`src/rtl/pic_cascade_pkg.sv`:
```
// Package: shared defaults for the cascade glue.
// Assumes eight inputs per controller and an 8-bit vector.
package pic_cascade_pkg;
    parameter int PCG_PIN_W    = 3;
    parameter int PCG_VEC_W    = 8;
    parameter int PCG_CASC_PIN = 2;
    parameter int PCG_NUM_CTL  = 2;
    localparam int PCG_IDX_MST = 0;
    localparam int PCG_IDX_SLV = 1;
endpackage

```
`src/rtl/pcg_raise_flag.sv`:
```
// Module: per-controller raised flag.
// Set when the controller has an eligible input; cleared by an acknowledge.
// Assumes: clear wins over set in the same cycle.
module pcg_raise_flag (
    input  logic clk,
    input  logic rst_n,
    input  logic elig_i,
    input  logic clr_i,
    output logic raised_o
);
    // Track whether this controller has already signalled its request.
    always_ff @(posedge clk) begin
        if (!rst_n)
            raised_o <= 1'b0;
        else if (clr_i)
            raised_o <= 1'b0;
        else if (elig_i)
            raised_o <= 1'b1;
    end
endmodule

```
`src/rtl/pcg_vector_pick.sv`:
```
// Module: combinational vector resolution.
// Uses the secondary when the primary points at the cascade input, and the
// all-ones pin of the chosen controller when nothing is eligible.
// Assumes: bases are the upper bits of the vector.
module pcg_vector_pick #(
    parameter int PIN_W    = 3,
    parameter int BASE_W   = 5,
    parameter int CASC_PIN = 2
) (
    input  logic                      mst_elig,
    input  logic [PIN_W-1:0]          mst_pin,
    input  logic [BASE_W-1:0]         mst_base,
    input  logic                      slv_elig,
    input  logic [PIN_W-1:0]          slv_pin,
    input  logic [BASE_W-1:0]         slv_base,
    output logic [BASE_W+PIN_W-1:0]   vec
);
    localparam logic [PIN_W-1:0] SPUR = {PIN_W{1'b1}};
    localparam logic [PIN_W-1:0] CASC = PIN_W'(CASC_PIN);

    logic              use_slv;
    logic [PIN_W-1:0]  pick_pin;
    logic [BASE_W-1:0] pick_base;

    // Select source controller and pin, falling back to the spurious pin.
    always_comb begin
        use_slv = mst_elig && (mst_pin == CASC);
        if (use_slv) begin
            pick_base = slv_base;
            pick_pin  = slv_elig ? slv_pin : SPUR;
        end else begin
            pick_base = mst_base;
            pick_pin  = mst_elig ? mst_pin : SPUR;
        end
        vec = {pick_base, pick_pin};
    end
endmodule

```
`src/rtl/pcg_ack_route.sv`:
```
// Module: decide which controllers an acknowledged vector belongs to.
// A vector in the secondary's range hits the secondary pin and the
// primary cascade input; any other hits the primary pin alone.
module pcg_ack_route #(
    parameter int PIN_W    = 3,
    parameter int BASE_W   = 5,
    parameter int CASC_PIN = 2
) (
    input  logic [BASE_W+PIN_W-1:0] vec,
    input  logic [BASE_W-1:0]       slv_base,
    output logic                    to_slv,
    output logic [PIN_W-1:0]        slv_pin,
    output logic [PIN_W-1:0]        mst_pin
);
    // Compare the vector's base field against the secondary base.
    always_comb begin
        to_slv  = (vec[BASE_W+PIN_W-1:PIN_W] == slv_base);
        slv_pin = vec[PIN_W-1:0];
        mst_pin = to_slv ? PIN_W'(CASC_PIN) : vec[PIN_W-1:0];
    end
endmodule

```
`src/rtl/pic_cascade_glue.sv`:
```
// Module: cascade glue between a primary and a secondary 8-input controller.
// Forwards a secondary raise as a one-cycle pulse, resolves and registers
// the vector on an acknowledge strobe, and routes that acknowledge.
// Assumes: eligibility inputs already include each controller's masking
// and priority; inta is a single-cycle strobe.
module pic_cascade_glue #(
    parameter int PIN_W    = pic_cascade_pkg::PCG_PIN_W,
    parameter int VEC_W    = pic_cascade_pkg::PCG_VEC_W,
    parameter int CASC_PIN = pic_cascade_pkg::PCG_CASC_PIN
) (
    input  logic                    clk,
    input  logic                    rst_n,
    input  logic                    mst_elig,
    input  logic [PIN_W-1:0]        mst_pin,
    input  logic [VEC_W-PIN_W-1:0]  mst_base,
    input  logic                    slv_elig,
    input  logic [PIN_W-1:0]        slv_pin,
    input  logic [VEC_W-PIN_W-1:0]  slv_base,
    input  logic                    inta,
    output logic                    cpu_intr,
    output logic                    casc_pulse,
    output logic                    vec_vld,
    output logic [VEC_W-1:0]        vec_out,
    output logic                    mst_ack,
    output logic [PIN_W-1:0]        mst_ack_pin,
    output logic                    slv_ack,
    output logic [PIN_W-1:0]        slv_ack_pin
);
    import pic_cascade_pkg::*;

    localparam int BASE_W = VEC_W - PIN_W;
    localparam int NCTL   = PCG_NUM_CTL;

    logic [VEC_W-1:0] vec_now;
    logic             route_slv;
    logic [PIN_W-1:0] route_slv_pin;
    logic [PIN_W-1:0] route_mst_pin;
    logic [NCTL-1:0]  elig_v;
    logic [NCTL-1:0]  clr_v;
    logic [NCTL-1:0]  raised_v;
    logic             casc_q;

    pcg_vector_pick #(.PIN_W(PIN_W), .BASE_W(BASE_W), .CASC_PIN(CASC_PIN)) u_pick (
        .mst_elig (mst_elig),
        .mst_pin  (mst_pin),
        .mst_base (mst_base),
        .slv_elig (slv_elig),
        .slv_pin  (slv_pin),
        .slv_base (slv_base),
        .vec      (vec_now)
    );

    pcg_ack_route #(.PIN_W(PIN_W), .BASE_W(BASE_W), .CASC_PIN(CASC_PIN)) u_route (
        .vec      (vec_now),
        .slv_base (slv_base),
        .to_slv   (route_slv),
        .slv_pin  (route_slv_pin),
        .mst_pin  (route_mst_pin)
    );

    // Per-controller eligibility and acknowledge-clear vectors.
    always_comb begin
        elig_v[PCG_IDX_MST] = mst_elig;
        elig_v[PCG_IDX_SLV] = slv_elig;
        clr_v[PCG_IDX_MST]  = inta;
        clr_v[PCG_IDX_SLV]  = inta & route_slv;
    end

    genvar g;
    generate
        for (g = 0; g < NCTL; g++) begin : g_flag
            pcg_raise_flag u_flag (
                .clk      (clk),
                .rst_n    (rst_n),
                .elig_i   (elig_v[g]),
                .clr_i    (clr_v[g]),
                .raised_o (raised_v[g])
            );
        end
    endgenerate

    // Cascade pulse: fires on the edge at which the secondary becomes raised.
    always_ff @(posedge clk) begin
        if (!rst_n)
            casc_q <= 1'b0;
        else
            casc_q <= elig_v[PCG_IDX_SLV] & ~raised_v[PCG_IDX_SLV] & ~clr_v[PCG_IDX_SLV];
    end

    // Register the resolved vector and the one-cycle acknowledge outputs.
    always_ff @(posedge clk) begin
        if (!rst_n) begin
            vec_out     <= '0;
            vec_vld     <= 1'b0;
            mst_ack     <= 1'b0;
            mst_ack_pin <= '0;
            slv_ack     <= 1'b0;
            slv_ack_pin <= '0;
        end else begin
            vec_vld <= inta;
            mst_ack <= inta;
            slv_ack <= inta & route_slv;
            if (inta) begin
                vec_out     <= vec_now;
                mst_ack_pin <= route_mst_pin;
                slv_ack_pin <= route_slv ? route_slv_pin : '0;
            end
        end
    end

    assign cpu_intr   = raised_v[PCG_IDX_MST];
    assign casc_pulse = casc_q;
endmodule

```
`config.mk`:
```
export PLATFORM = sky130hd
export DESIGN_NAME = pic_cascade_glue
export DESIGN_NICKNAME = d
export VERILOG_FILES = /design/src/rtl/pic_cascade_pkg.sv /design/src/rtl/pcg_raise_flag.sv /design/src/rtl/pcg_vector_pick.sv /design/src/rtl/pcg_ack_route.sv /design/src/rtl/pic_cascade_glue.sv
export SDC_FILE = /design/constraint.sdc
export NUM_CORES = 1
export LEC_CHECK = 0
export BUFFER_PORTS_ARGS = -buffer_cell sky130_fd_sc_hd__buf_2
export CAP_MARGIN = 10
export CORE_MARGIN = 10
export CORE_UTILIZATION = 44
export CTS_CLUSTER_SIZE = 12
export DETAILED_ROUTE_END_ITERATION = 8
export GPL_TIMING_DRIVEN = 0
export PLACE_DENSITY = 0.76
export RECOVER_POWER = 50
export SYNTH_ARGS = -nofsm -noshare
export SYNTH_HDL_FRONTEND = slang
export SYNTH_SLANG_ARGS = --single-unit
```
`constraint.sdc`:
```
create_clock -name clk -period 1.2 [get_ports clk]
set_clock_uncertainty 0.1 [all_clocks]
set_input_delay 0.12 -clock clk [delete_from_list [all_inputs] [get_ports clk]]
set_output_delay 0.12 -clock clk [all_outputs]
set_load 0.03 [all_outputs]
```
==> flow_summary.ini <==
[timing]
timing.fmax_mhz = 901
timing.final.crit_share_pct = 92.5
fin_setup_tns_ns = 0
worst_pin_slew_ns = 0.414
finalMaxSlewViolations = 0
setup_viol = 0
final_hold_viol_count = 0
rsz0062_at_grt = false
fin_crit_ns = 1.11
max_slew_margin_pct = 72.4

[logic_synthesis]
netlist.area_leader.share_pct = 44.6
synthTopCellsByArea = dfxtp_1 45%, o211a_1 7.0%, o21ai_0 6.5%, xor2_1 5.1%, nand2_1 3.5%
synth_edf_count = 0
yosysSeqAreaShare_pct = 44.6
ys_ff_latch = 19
netlist_area_um2 = 853
ys.flop_type = dfxtp_1
netlist_instances = 91
syn_avg_cell_area_um2 = 9.38
syn-num-nets = 112
synthDistinctLibCells = 27
postSynth.asyncResetShare_pct = 0
yosysMostFrequentCell = dfxtp_1
yosys_warnings = 0
yosysTopAreaCell = dfxtp_1
synth_commonest_cells = 19 x dfxtp_1, 11 x o21ai_0, 8 x nand2_1, 6 x o211a_1

[die]
die_w_um = 64.0
io_pins = 40
core_mm2 = 0.00178
initial_core_util_pct = 47.9
dieArea_mm2 = 0.00410
die_h_um = 64.0
rows = 15

[global_routing]
busiest_layer = met2
antenna_found_initial = 0
grt_usage_pct = 11.4
grt_max_degree = 11
use_met1_pct = 12.1
grt_pass1_wl_mm = 3.93
first_global_vias = 888
gr-usage-met3_pct = 4.88
gr-total-overflow = 0
globalRouteMet2Util_pct = 20.1

[min_path]
hold_class = in2reg

[placement]
port-buffer-count = 39
gp_congestion = 0.710
dp_hpwl_mm = 1.90
dp.cells = 155

[layout]
layout.nets = 158
diodes = 0
final_cells = 161
drive_gt1_share_pct = 34.6
regArea_um2 = 380
nFillCells = 170
multi_input_area_um2 = 420
areaGrowthSynthToFinish_pct = 30.9

[power_and_ir_drop]
p_seq_share_pct = 53.0
combPwrFrac_pct = 23.4
intPower_uw = 912
clockPowerShare_pct = 23.6
leakage_nw = 0.571
powerDensity_mw_per_mm2 = 1160
power.switching_uw = 386
sw_frac_of_total_pct = 29.8
ir_drop_mv = 0.811

[detailed_routing]
wire_per_inst_um = 14.6
antenna_left = 0
drc_errors = 0
drtIter0Drc = 17
detail_route.vias_per_cell = 5.11
drt-total-wl_mm = 2.36
first_pass_iters = 4
vias = 822

[clock_network]
clockBufferDepth = 2
clock_latency_ns = 0.28
cts.clk_slew.worst_paths_ns = 0.10
ctsRootBufferMaster = clkbuf_4
cts_sinks = 19
cts_max_level = 1
cts_tree = done
cts-buffers-inserted = 3
cts_setup_buffers = 0

[critical_path]
arrival_ns = 0.89
crit_fanout = 2
worst-setup-path-type = reg2out
required_ns = 0.98
critPathLaunchType = flop
critPathCaptureType = primary output
rrSetupSlack_ns = 0.41

[run]
max_cap_violations = 0

[status]
run_status = finished, final reports clean
stage by stage:
| stage | setup slack, ns | utilization [%] | hold slack, ns | total power [mW] | cell area [µm²] |
|---|---|---|---|---|---|
| after floorplan | 0.151 | - | 0.130 | 0.892 | 853 |
| after CTS | 0.0694 | 62.6 | 0.00286 | 1.32 | 1120 |
| after global routing | 0.0126 | 62.7 | 0.00302 | 1.37 | 1120 |
| after detailed placement | -0.0836 | 60.6 | 0.284 | 1.00 | 1080 |
| after global placement | -0.0658 | 60.6 | 0.284 | 0.997 | 1080 |
| final | 0.0904 | 62.7 | 0.0200 | 1.30 | 1120 |
metal layers:
metal / part of all wire, % / vias to the layer above
li1: - / 416
met2: 48 / 22
met5: 0 / -
met3: 8.5 / 2
met4: 0.51 / 0
met1: 43 / 382
area by class of cell:
type / count / share of cell area (%)
buffer: 5 / 2.80
clock buffer: 4 / 2.35
inverter: 4 / 1.34
multi-input combinational: 63 / 37.6
sequential: 19 / 34.0
tap: 25 / 2.80
timing repair buffer: 41 / 19.0
state kept, by name (all words and copies together), names as in the netlist:
signal	count
vec_out	8
slv_ack_pin	3
slv_ack	1
g_flag.u_flag.raised_o	2
casc_pulse	1
mst_ack_pin	3
mst_ack	1
worst paths after layout:
path                endpoint                       from  depth (start not counted)
setup / recovery     vec_vld                    mst_ack                          2
hold / removal    casc_pulse                      rst_n                          3
setup reg to reg  vec_out[0]                 vec_out[0]                          2
hold reg to reg   casc_pulse  g_flag[1].u_flag.raised_o                          1
kinds of logic after synthesis:
family                    after synthesis  synth area share (%)
AOI/OAI and AO/OA                      31                  28.0
and+or+nand+nor                        27                  16.7
xor gates and xnor gates                5                  5.13
buffers and inverters                   9                  5.57
DFF                                    19                  44.6
power by group through the flow:
stage               combinational (mW)  clock, mW  sequential (mW)
floorplan                        0.117          0            0.775
global placement                 0.297          0            0.700
detailed placement               0.301          0            0.703
CTS                              0.307      0.321            0.688
global route                     0.331      0.350            0.692
finish                           0.304      0.307            0.688
worst max-delay path, cell delays in order (launching register included):
cell     delay (ns)
dfxtp_1        0.33
buf_4          0.09
buf_2          0.18
cells in the final DEF, fill, tap and decap left out:
cell type      count
a211oi_1           2
a21o_4             1
a21oi_1            3
a22o_1             2
a31o_2             1
a32o_1             2
and4bb_1           1
buf_2             37
buf_4              1
buf_6              1
clkbuf_1           5
clkbuf_2           1
clkbuf_4           3
dfxtp_1           19
dlygate4sd3_1      2
inv_1              4
nand2_1            8
nand2b_1           2
nand3_1            5
nor2_1             5
nor2b_1            4
nor3_2             1
nor4b_1            1
o211a_1            6
o21a_1             1
o21ai_0           11
o21ba_2            1
o311a_1            1
xor2_1             5
timing repair:
action / 4_1_cts / 5_1_grt
endpoints found under the hold margin: 1 / 1
hold buffers: 1 / 1
gates resized for setup: 0 / 0
(Power assumes the default switching activity.)
